`src/rtl/idxwin_pkg.sv`:
```
`timescale 1ns/1ps
package idxwin_pkg;
  typedef enum logic [2:0] {
    KIND_INDEX, KIND_WIN_MEM, KIND_WIN_REG, KIND_WIN_BAD, KIND_STATUS, KIND_NONE
  } accKind_e;

  typedef enum logic [2:0] {
    RD_KEEP, RD_ZERO, RD_INDEX, RD_STATUS, RD_TARGET
  } rdSel_e;

  typedef enum logic [1:0] {
    ST_IDLE, ST_WAIT_MEM, ST_WAIT_REG, ST_RESP
  } ctlState_e;

  typedef struct packed {
    logic   acceptCmd;
    logic   loadIndex;
    logic   setErr;
    logic   clrErr;
    rdSel_e rdSel;
  } dpStrobe_t;

  function automatic logic [2:0] sizeBytes(input logic [1:0] code);
    case (code)
      2'd0:    return 3'd1;
      2'd1:    return 3'd2;
      default: return 3'd4;
    endcase
  endfunction

  function automatic logic [31:0] sizeMask(input logic [1:0] code);
    case (code)
      2'd0:    return 32'h0000_00FF;
      2'd1:    return 32'h0000_FFFF;
      default: return 32'hFFFF_FFFF;
    endcase
  endfunction
endpackage

```
`src/rtl/idxwin_datapath.sv`:
```
`timescale 1ns/1ps
module idxwin_datapath
  import idxwin_pkg::*;
#(
  parameter int unsigned MEM_BYTES = 4096,
  parameter int unsigned HOST_AW   = 4
) (
  input  logic                clk,
  input  logic                rstN,
  input  dpStrobe_t           strobe,
  input  logic                hostWrite,
  input  logic [HOST_AW-1:0]  hostAddr,
  input  logic [1:0]          hostSize,
  input  logic [31:0]         hostWdata,
  input  logic [31:0]         memRdata,
  input  logic [31:0]         regRdata,
  output accKind_e            kind,
  output logic                cmdWrite,
  output logic [1:0]          cmdSize,
  output logic [31:0]         cmdAddr,
  output logic [31:0]         cmdWdata,
  output logic [31:0]         hostRdata
);
  localparam int unsigned      SEL_W     = HOST_AW - 2;
  localparam logic [SEL_W-1:0] SEL_INDEX = SEL_W'(0);
  localparam logic [SEL_W-1:0] SEL_WIN   = SEL_W'(1);
  localparam logic [SEL_W-1:0] SEL_STAT  = SEL_W'(2);
  localparam logic [31:0]      WIN_LAST  = 32'(4 * SEL_WIN + 3);
  localparam logic [32:0]      MEM_LIMIT = 33'(MEM_BYTES);

  logic [31:0]      indexQ;
  logic             errQ;
  logic             cmdIsMem;
  logic [SEL_W-1:0] wordSel;
  logic [31:0]      winOff, memAddrC, regAddrC;
  logic             memFits;

  // Decode of the incoming command against the current index
  always_comb begin
    wordSel  = hostAddr[HOST_AW-1:2];
    winOff   = {30'b0, hostAddr[1:0]};
    memAddrC = {1'b0, indexQ[30:0]} + winOff;
    regAddrC = indexQ + winOff;
    memFits  = ({1'b0, memAddrC} + {30'b0, sizeBytes(hostSize)}) <= MEM_LIMIT;
    if (wordSel == SEL_INDEX)      kind = KIND_INDEX;
    else if (wordSel == SEL_STAT)  kind = KIND_STATUS;
    else if (wordSel != SEL_WIN)   kind = KIND_NONE;
    else if (indexQ[31])           kind = memFits ? KIND_WIN_MEM : KIND_WIN_BAD;
    else if (indexQ > WIN_LAST)    kind = KIND_WIN_REG;
    else                           kind = KIND_WIN_BAD;
  end

  always_ff @(posedge clk) begin
    if (!rstN) begin
      indexQ    <= '0;
      errQ      <= 1'b0;
      cmdIsMem  <= 1'b0;
      cmdWrite  <= 1'b0;
      cmdSize   <= '0;
      cmdAddr   <= '0;
      cmdWdata  <= '0;
      hostRdata <= '0;
    end else begin
      if (strobe.loadIndex) indexQ <= {hostWdata[31:2], 2'b00};
      if (strobe.setErr)      errQ <= 1'b1;
      else if (strobe.clrErr) errQ <= 1'b0;
      if (strobe.acceptCmd) begin
        cmdWrite <= hostWrite;
        cmdSize  <= hostSize;
        cmdWdata <= hostWdata & sizeMask(hostSize);
        cmdIsMem <= indexQ[31];
        cmdAddr  <= indexQ[31] ? memAddrC : regAddrC;
      end
      case (strobe.rdSel)
        RD_ZERO:   hostRdata <= '0;
        RD_INDEX:  hostRdata <= indexQ;
        RD_STATUS: hostRdata <= {31'b0, errQ};
        RD_TARGET: hostRdata <= cmdWrite ? '0 :
                                ((cmdIsMem ? memRdata : regRdata) & sizeMask(cmdSize));
        default:   ;
      endcase
    end
  end


  index_align_chk: assert property (@(posedge clk) disable iff (!rstN)
    strobe.loadIndex |=> (indexQ[1:0] == 2'b00));
endmodule

```
`src/rtl/idxwin_ctrl.sv`:
```
`timescale 1ns/1ps
module idxwin_ctrl
  import idxwin_pkg::*;
(
  input  logic      clk,
  input  logic      rstN,
  input  logic      hostValid,
  input  logic      hostWrite,
  input  accKind_e  kind,
  input  logic      memAck,
  input  logic      regAck,
  output dpStrobe_t strobe,
  output logic      memReq,
  output logic      regReq,
  output logic      hostReady
);
  ctlState_e stQ, stD;

  always_comb begin
    stD          = stQ;
    strobe       = '0;
    strobe.rdSel = RD_KEEP;
    case (stQ)
      ST_IDLE: if (hostValid) begin
        strobe.acceptCmd = 1'b1;
        strobe.rdSel     = RD_ZERO;
        stD              = ST_RESP;
        case (kind)
          KIND_INDEX:   if (hostWrite) strobe.loadIndex = 1'b1;
                        else           strobe.rdSel     = RD_INDEX;
          KIND_STATUS:  if (!hostWrite) begin
                          strobe.rdSel  = RD_STATUS;
                          strobe.clrErr = 1'b1;
                        end
          KIND_WIN_MEM: begin stD = ST_WAIT_MEM; strobe.rdSel = RD_KEEP; end
          KIND_WIN_REG: begin stD = ST_WAIT_REG; strobe.rdSel = RD_KEEP; end
          KIND_WIN_BAD: strobe.setErr = 1'b1;
          default:      ;
        endcase
      end
      ST_WAIT_MEM: if (memAck) begin strobe.rdSel = RD_TARGET; stD = ST_RESP; end
      ST_WAIT_REG: if (regAck) begin strobe.rdSel = RD_TARGET; stD = ST_RESP; end
      default:     stD = ST_IDLE;
    endcase
  end

  always_ff @(posedge clk) begin
    if (!rstN) stQ <= ST_IDLE;
    else       stQ <= stD;
  end

  assign memReq    = (stQ == ST_WAIT_MEM);
  assign regReq    = (stQ == ST_WAIT_REG);
  assign hostReady = (stQ == ST_RESP);


  ready_pulse_chk: assert property (@(posedge clk) disable iff (!rstN)
    hostReady |=> !hostReady);


  busy_ignore_chk: assert property (@(posedge clk) disable iff (!rstN)
    (memReq && !memAck) |=> memReq);
endmodule

```
`src/rtl/idx_window.sv`:
```
`timescale 1ns/1ps
module idx_window
  import idxwin_pkg::*;
#(
  parameter int unsigned MEM_BYTES = 4096,
  parameter int unsigned HOST_AW   = 4
) (
  input  logic               clk,
  input  logic               rstN,
  input  logic               hostValid,
  input  logic               hostWrite,
  input  logic [HOST_AW-1:0] hostAddr,
  input  logic [1:0]         hostSize,
  input  logic [31:0]        hostWdata,
  output logic               hostReady,
  output logic [31:0]        hostRdata,
  output logic               memReq,
  output logic               memWrite,
  output logic [31:0]        memAddr,
  output logic [1:0]         memSize,
  output logic [31:0]        memWdata,
  input  logic               memAck,
  input  logic [31:0]        memRdata,
  output logic               regReq,
  output logic               regWrite,
  output logic [31:0]        regAddr,
  output logic [1:0]         regSize,
  output logic [31:0]        regWdata,
  input  logic               regAck,
  input  logic [31:0]        regRdata
);
  localparam logic [31:0] WIN_LAST  = 32'd7;
  localparam logic [32:0] MEM_LIMIT = 33'(MEM_BYTES);

  dpStrobe_t   strobe;
  accKind_e    kind;
  logic        cmdWrite;
  logic [1:0]  cmdSize;
  logic [31:0] cmdAddr, cmdWdata;

  idxwin_ctrl u_ctrl (
    .clk(clk), .rstN(rstN), .hostValid(hostValid), .hostWrite(hostWrite),
    .kind(kind), .memAck(memAck), .regAck(regAck), .strobe(strobe),
    .memReq(memReq), .regReq(regReq), .hostReady(hostReady)
  );

  idxwin_datapath #(.MEM_BYTES(MEM_BYTES), .HOST_AW(HOST_AW)) u_dp (
    .clk(clk), .rstN(rstN), .strobe(strobe), .hostWrite(hostWrite),
    .hostAddr(hostAddr), .hostSize(hostSize), .hostWdata(hostWdata),
    .memRdata(memRdata), .regRdata(regRdata), .kind(kind),
    .cmdWrite(cmdWrite), .cmdSize(cmdSize), .cmdAddr(cmdAddr),
    .cmdWdata(cmdWdata), .hostRdata(hostRdata)
  );

  assign memWrite = cmdWrite;
  assign memAddr  = cmdAddr;
  assign memSize  = cmdSize;
  assign memWdata = cmdWdata;
  assign regWrite = cmdWrite;
  assign regAddr  = cmdAddr;
  assign regSize  = cmdSize;
  assign regWdata = cmdWdata;


  mem_range_chk: assert property (@(posedge clk) disable iff (!rstN)
    memReq |-> (({1'b0, memAddr} + {30'b0, sizeBytes(memSize)}) <= MEM_LIMIT));


  reg_window_chk: assert property (@(posedge clk) disable iff (!rstN)
    regReq |-> (regAddr > WIN_LAST));


  mem_hold_chk: assert property (@(posedge clk) disable iff (!rstN)
    (memReq && !memAck) |=> (memReq && $stable(memAddr) && $stable(memWdata)));


  reg_hold_chk: assert property (@(posedge clk) disable iff (!rstN)
    (regReq && !regAck) |=> (regReq && $stable(regAddr) && $stable(regWdata)));


  excl_port_chk: assert property (@(posedge clk) disable iff (!rstN)
    !(memReq && regReq));
endmodule

```
`config.mk`:
```
export PLATFORM = sky130hd
export DESIGN_NAME = idx_window
export DESIGN_NICKNAME = d
export VERILOG_FILES = /design/src/rtl/idxwin_pkg.sv /design/src/rtl/idxwin_datapath.sv /design/src/rtl/idxwin_ctrl.sv /design/src/rtl/idx_window.sv
export SDC_FILE = /design/constraint.sdc
export NUM_CORES = 1
export LEC_CHECK = 0
export ABC_CLOCK_PERIOD_IN_PS = 9450
export BUFFER_PORTS_ARGS = -buffer_cell sky130_fd_sc_hd__buf_2
export CORE_ASPECT_RATIO = 0.5
export CORE_MARGIN = 4
export CORE_UTILIZATION = 54
export CTS_CLUSTER_SIZE = 16
export DETAILED_ROUTE_END_ITERATION = 7
export GPL_TIMING_DRIVEN = 0
export PLACE_DENSITY = 0.87
export SETUP_SLACK_MARGIN = 0.05
export SYNTH_ARGS = -nofsm -noshare
export SYNTH_HDL_FRONTEND = slang
export SYNTH_SLANG_ARGS = --single-unit
```
`constraint.sdc`:
```
create_clock -name clk -period 9.45 [get_ports clk]
set_clock_uncertainty 0.05 [all_clocks]
set_input_delay 0.4725 -clock clk [delete_from_list [all_inputs] [get_ports clk]]
set_output_delay 0.4725 -clock clk [all_outputs]
set_load 0.03 [all_outputs]
```
Word level (Yosys, flattened, before mapping)
Cells that the tools add are included.
Storage, ports and cells
  register bits: 133
  output and inout bits: 169
  word-level logic and storage cells: 79
Operators by class
  reductions and logical operators: 9
  multiplexer cells: 36
  add/sub/neg operators: 3
  order comparisons: 2
  bitwise gates (word level): 2
  eq/ne operators: 18
Operators with widths (number)
  $mux W32: 7
  $pmux W32 S2: 2
  $pmux W32 S4: 1
  $and A32 B32 Y32: 2
  $add A32 B3 Y33: 1
  $le A33 B13 Y1 const B: 1
  $add A31 B2 Y32: 1
  $add A32 B2 Y32: 1
  $gt A32 B3 Y1 const B: 1
  $mux W3: 6
  $pmux W3 S3: 2
  $eq A3 B2 Y1 const B: 4
  $mux W2: 5
  $logic_not A2 Y1: 4
  $mux W4: 2
  $mux W1: 7
  $mux W7: 1
  $eq A2 B1 Y1 const B: 3
  $eq A2 B2 Y1 const B: 3
  $eq A3 B1 Y1 const B: 2
  $eq A3 B3 Y1 const B: 2
  $ne A2 B1 Y1 const B: 3
  $pmux W2 S3: 1
  $pmux W3 S2: 1
  other kinds (7): 7

Depth between registers and ports, before layout
  depth in word-level cells: 20
  depth in mapped cells: 15
  depth with buffers taken out: 12

By module
Synthesis repeated with hierarchy kept, for this count alone.
Unflattened totals
  cells, all modules: 758
  area total of the unflattened synthesis: 7064.3 µm²
By module, submodules not included
  idxwin_datapath: times used 1, area each 6286.0 µm², cells an instance 656, seq. area each 2602.5 µm²
  idx_window: times used 1, area each 503.0 µm², cells an instance 67, seq. area each 0.0 µm²
  idxwin_ctrl: times used 1, area each 275.3 µm², cells an instance 35, seq. area each 40.0 µm²

Worst setup path before layout
Ideal clock, no wire load.
  path kind: input to register
  start point: input port hostSize[1]
  end point: register u_dp.hostRdata[16]
  setup slack: 5.449 ns
  stages on the path: 14
  arrival time: 3.824 ns
  path buffers: 3
  library setup time: 0.127 ns
  data required time: 9.273 ns
  cell sequence: clkbuf_1 > clkbuf_1 > nor2b_1 > fa_1 > maj3_1 > nand4_1 > nor2_1 > o31a_1 > nor4bb_1 > nand4b_2 > a21oi_2 > xnor2_1 > buf_2 > o211ai_2
On the way
  longest elaborated chain between the ends: 16
  elaborated cells between the ends (all ways): 24
  those cells by class: add/sub: 1; order compare: 1; eq/ne: 8; mux: 10; reduce/logical: 4
RTL lines
  start, declared: RTL line idx_window.sv:13  | input logic [1:0] hostSize,
  $eq A2 B1 Y1 or $logic_not A2 Y1 (tied branches): RTL line idxwin_pkg.sv:24  | case (code)
  $pmux W3 S2 (*): RTL line idxwin_pkg.sv:24
  $add A32 B3 Y33 (*): RTL line idxwin_datapath.sv:44  | memFits = ({1'b0, memAddrC} + {30'b0, sizeBytes(hostSize)}) <= MEM_LIMIT;
  $le A33 B13 Y1 (*): RTL line idxwin_datapath.sv:44
  $mux W2 (*): RTL line idxwin_datapath.sv:48  | else if (indexQ[31]) kind = memFits ? KIND_WIN_MEM : KIND_WIN_BAD;
  $mux W3 (*): RTL line idxwin_datapath.sv:48
  $mux W3 (*): RTL line idxwin_datapath.sv:47  | else if (wordSel != SEL_WIN) kind = KIND_NONE;
  $mux W3 (*): RTL line idxwin_datapath.sv:46  | else if (wordSel == SEL_STAT) kind = KIND_STATUS;
  $mux W3 (*): RTL line idxwin_datapath.sv:45  | if (wordSel == SEL_INDEX) kind = KIND_INDEX;
  $eq A3 B1 Y1 or $eq A3 B2 Y1 (tied branches): RTL line idxwin_ctrl.sv:28  | case (kind)
  $reduce_or A2 Y1 (no source line)
  $pmux W3 S3 (*): RTL line idxwin_ctrl.sv:28
  $mux W7 (*): RTL line idxwin_ctrl.sv:24  | ST_IDLE: if (hostValid) begin
  $pmux W3 S3 (*): RTL line idxwin_ctrl.sv:23  | case (stQ)
  $eq A3 B3 Y1 (tied with other cells)
  $pmux W32 S4 or $reduce_bool A4 Y1 (tied branches)
  end signal, assigned: RTL line idxwin_datapath.sv:76  | RD_INDEX: hostRdata <= indexQ;
  end signal, assigned: RTL line idxwin_datapath.sv:77  | RD_STATUS: hostRdata <= {31'b0, errQ};
  end signal, assigned: RTL line idxwin_datapath.sv:78  | RD_TARGET: hostRdata <= cmdWrite ? '0 :
  end, declared: RTL line idxwin_datapath.sv:22  | output logic [31:0] hostRdata
Every way passes the cells marked *; elsewhere a longest branch is shown, timed or not.
A chain may end at the register's enable or synchronous reset.

Worst setup path after layout
  start point: input port hostSize[1]
  end point: register u_dp.hostRdata[12]
Same word-level chain as after synthesis.

==> results.py <==
metrics = {
    "grt": {
        "overflow": 0,
        "grt_pass1_wl_um": 38930,
        "gr-usage-all-layers": 0.3133,
        "grt_pass1_vias": 7471,
        "antenna_found_initial": 2,
        "grt_max_degree": 17,
    },
    "drt": {
        "vias": 7902,
        "vias_per_cell": 5.739,
        "drt_iter0_markers": 1033,
        "antenna_left": 0,
        "wirelength_um": 25450,
        "drc_errors": 0,
        "wire_per_inst_um": 18.48,
        "drt_pass1_iterations": 6,
    },
    "placed_design": {
        "placed_cell_area_um2": 8795,
        "numPortBuffers": 273,
        "hpwlAfterDp_um": 19130,
        "place_congestion": 0.9445,
    },
    "clock_network": {
        "clockBufferDepth": 2,
        "cts_resized": 0,
        "cts_tree": "yes",
        "path_clk_slew_ns": 0.06,
        "cts_hold_buf": 0,
        "postCtsSetupBuffers": 0,
        "cts.sinks": 132,
        "htree_levels": 4,
        "clkLatencyLatePin_ns": 0.42,
        "cts_buffers": 17,
        "cts_root_buf": "clkbuf_16",
    },
    "logic_synthesis": {
        "synth-async-reset-ratio": 0,
        "synth.yosys.seq_area_share": 0.3664,
        "yosys-top-cells-count": "224 x nand2_1, 132 x dfxtp_1, 91 x a21boi_0",
        "syn_avg_cell_area_um2": 8.013,
        "synth_area_um2": 7212,
        "synth_top_cell_by_area": "dfxtp_1",
        "yosysMostFrequentCell": "nand2_1",
        "yosys-top-cells-area": "dfxtp_1 37%, nand2_1 12%, a21boi_0 9.5%",
        "synth_edf_count": 0,
        "synthCells": 900,
        "ys.flop_type": "dfxtp_1",
        "yosys_warnings": 0,
        "ys_ff_latch": 132,
        "ys_types": 63,
        "synth_top_area_frac": 0.3664,
    },
    "sta": {
        "worst_slew_pin_slew_ns": 0.7563,
        "slew_violations": 0,
        "fin_crit_sh": 0.5252,
        "setup_viol": 0,
        "rsz0062_at_grt": "false",
        "fin_crit_ns": 4.963,
        "hold_viol": 0,
        "slew_headroom": 0.4958,
        "fmax_mhz": 201.5,
        "fin_setup_tns_ns": 0,
    },
    "finish": {
        "design_area_um2": 9369,
        "fillers": 1034,
        "drive_above_1_share": 0.3577,
        "nets": 1309,
        "syn_to_final_growth_pct": 29.91,
    },
    "worst_setup_path": {
        "critPathMaxStageDelay_ns": 0.56,
        "rrSetupSlack_ns": 5.61,
        "path_max_fanout": 10,
        "arrival_ns": 5.26,
        "path_common_cell": "clkbuf_1",
        "endpoint_kind": "flop",
        "worstPathRequired_ns": 9.75,
        "critPathSlowestCell": "maj3_1",
        "path_cells": "buf_2 -> clkbuf_1 -> clkbuf_1 -> nor2b_1 -> fa_1 -> maj3_1 -> nand4_1 -> nor2_1 -> o31a_1 -> nor4bb_1 -> nand4b_2 -> a21oi_1 -> buf_1 -> a22oi_1 -> o21ai_1",
        "start_kind": "primary input",
        "crit_buf_inv": 4,
        "critPathKind": "in2reg",
        "critical_path.top_delay_family": "buffers and inverters",
    },
    "status": {
        "outcome": "complete, no violations",
    },
    "min_path": {
        "hold_path_class": "in2reg",
    },
    "die": {
        "chipWidth_um": 171.4,
        "start_util": 0.5615,
        "dieArea_um2": 15380,
        "die_h_um": 89.72,
        "core_area_um2": 12840,
        "ios": 277,
        "rows": 29,
    },
    "power_and_ir_drop": {
        "p_switching_uw": 685.5,
        "internal_power_uw": 1152,
        "clock_power_share": 0.350,
        "vdd_drop_max_uv": 117.4,
        "p_seq_frac": 0.342,
        "p_sw_frac": 0.3730,
        "p_comb_frac": 0.308,
        "p_leak_uw": 0.004303,
        "finalPower_uw": 1838,
        "power.density_nw_per_um2": 196.2,
    },
    "run": {
        "max_cap_violations": 0,
    },
}
-- placed cells by master, fill, tap and decap left out, types with 7 or more instances in the layout --
cell | synthesis | final
o211ai_2 | 10 | 10
nor2_1 | 21 | 21
and4_1 | 7 | 7
o21ai_1 | 16 | 16
and3_1 | 8 | 8
a21boi_0 | 91 | 91
mux2_2 | 23 | 23
clkbuf_1 | 56 | 56
nor3_1 | 9 | 9
nand4_1 | 16 | 16
a21oi_1 | 8 | 8
a22oi_1 | 25 | 25
nand3_1 | 40 | 40
clkbuf_16 | 0 | 17
buf_2 | 13 | 286
inv_1 | 8 | 8
ha_1 | 7 | 7
o211ai_1 | 7 | 7
buf_4 | 73 | 73
nand2_1 | 224 | 224
dfxtp_1 | 132 | 132
mux2i_1 | 14 | 14
nor4_1 | 9 | 9
nor2b_1 | 10 | 10
-- metal layers --
layer  part of all wire  wire, um  vias up  GRT usage
li1                   -         -     3602          -
met1               0.42     10710     3770     0.4300
met2               0.45     11410      490     0.4870
met3               0.12      2987       40    0.08238
met4              0.014       346        0    0.08833
met5                  0         0        -          0
-- per-stage QoR --
step                worst slack [ns]  utilization  std cells  hold slack, ns
global placement               4.385       0.6847       1344          0.3846
floorplan                      5.449            -        901          0.4332
detailed placement             4.299       0.6847       1344          0.3906
finish                         4.487       0.7294       1377          0.2526
CTS                            4.696       0.7290       1375          0.2488
global route                   4.369       0.7294       1377          0.2462
-- worst register-to-register path: stages (launching register included) --
cell	delay (ns)
dfxtp_1	0.37
clkbuf_1	0.52
nand3_1	0.25
nor4_1	0.42
xnor2_1	0.18
a31oi_1	0.13
nor4bb_1	0.44
nand4b_2	0.23
a21oi_1	0.47
buf_1	0.42
a22oi_1	0.18
o21ai_1	0.11
-- registers in the layout (all words and copies together) (netlist names) --
name,count
u_dp.cmdWdata,32
u_dp.hostRdata,32
u_dp.cmdSize,2
u_ctrl.stQ,2
u_dp.cmdAddr,31
u_dp.indexQ,30
u_dp.errQ,1
u_dp.cmdWrite,1
u_dp.cmdIsMem,1
-- area by class of cell --
cell class,count,area [um^2],share of cell area
Buffer,149,850.8,0.09081
Sequential cell,132,2643,0.2821
Clock inverter,11,102.6,0.01095
Timing Repair Buffer,273,1366,0.1458
Clock buffer,20,466.7,0.04981
Tap cell,170,212.7,0.02270
Antenna cell,2,5.005,0.0005342
Inverter,8,30.03,0.003205
Multi-Input combinational cell,612,3692,0.3941
-- power groups by stage --
stage               combinational [uW]  clock [uW]  sequential [uW]
floorplan                          317           0              697
global placement                   541           0              637
detailed placement                 551           0              639
CTS                                555         640              628
global route                       601         669              634
finish                             565         644              629
-- path summary, 6_finish.rpt --
kind | from | end | depth (start not counted)
max | hostSize[1] | u_dp.hostRdata[12]$_SDFFE_PN0P_ | 15
min | hostWdata[1] | u_dp.cmdWdata[1]$_SDFFE_PN0P_ | 3
max reg2reg | u_dp.indexQ[18]$_SDFFE_PN0P_ | u_dp.hostRdata[12]$_SDFFE_PN0P_ | 11
min reg2reg | u_dp.hostRdata[1]$_SDFFE_PN0P_ | u_dp.hostRdata[1]$_SDFFE_PN0P_ | 2
-- kinds of logic (layout without fill, tap and decap cells) --
| kind of cell | count (synthesis) | count (layout) | synth area share |
|---|---|---|---|
| fa+ha+maj | 10 | 10 | 0.01770 |
| mux | 37 | 37 | 0.05534 |
| compound gates | 188 | 188 | 0.1955 |
| buf+inv | 157 | 461 | 0.1221 |
| flops | 132 | 132 | 0.3664 |
| other cells | 1 | 4 | 0.0005200 |
| xor+xnor | 8 | 8 | 0.009714 |
| simple gates | 367 | 367 | 0.2327 |
(Power assumes the default switching activity.)
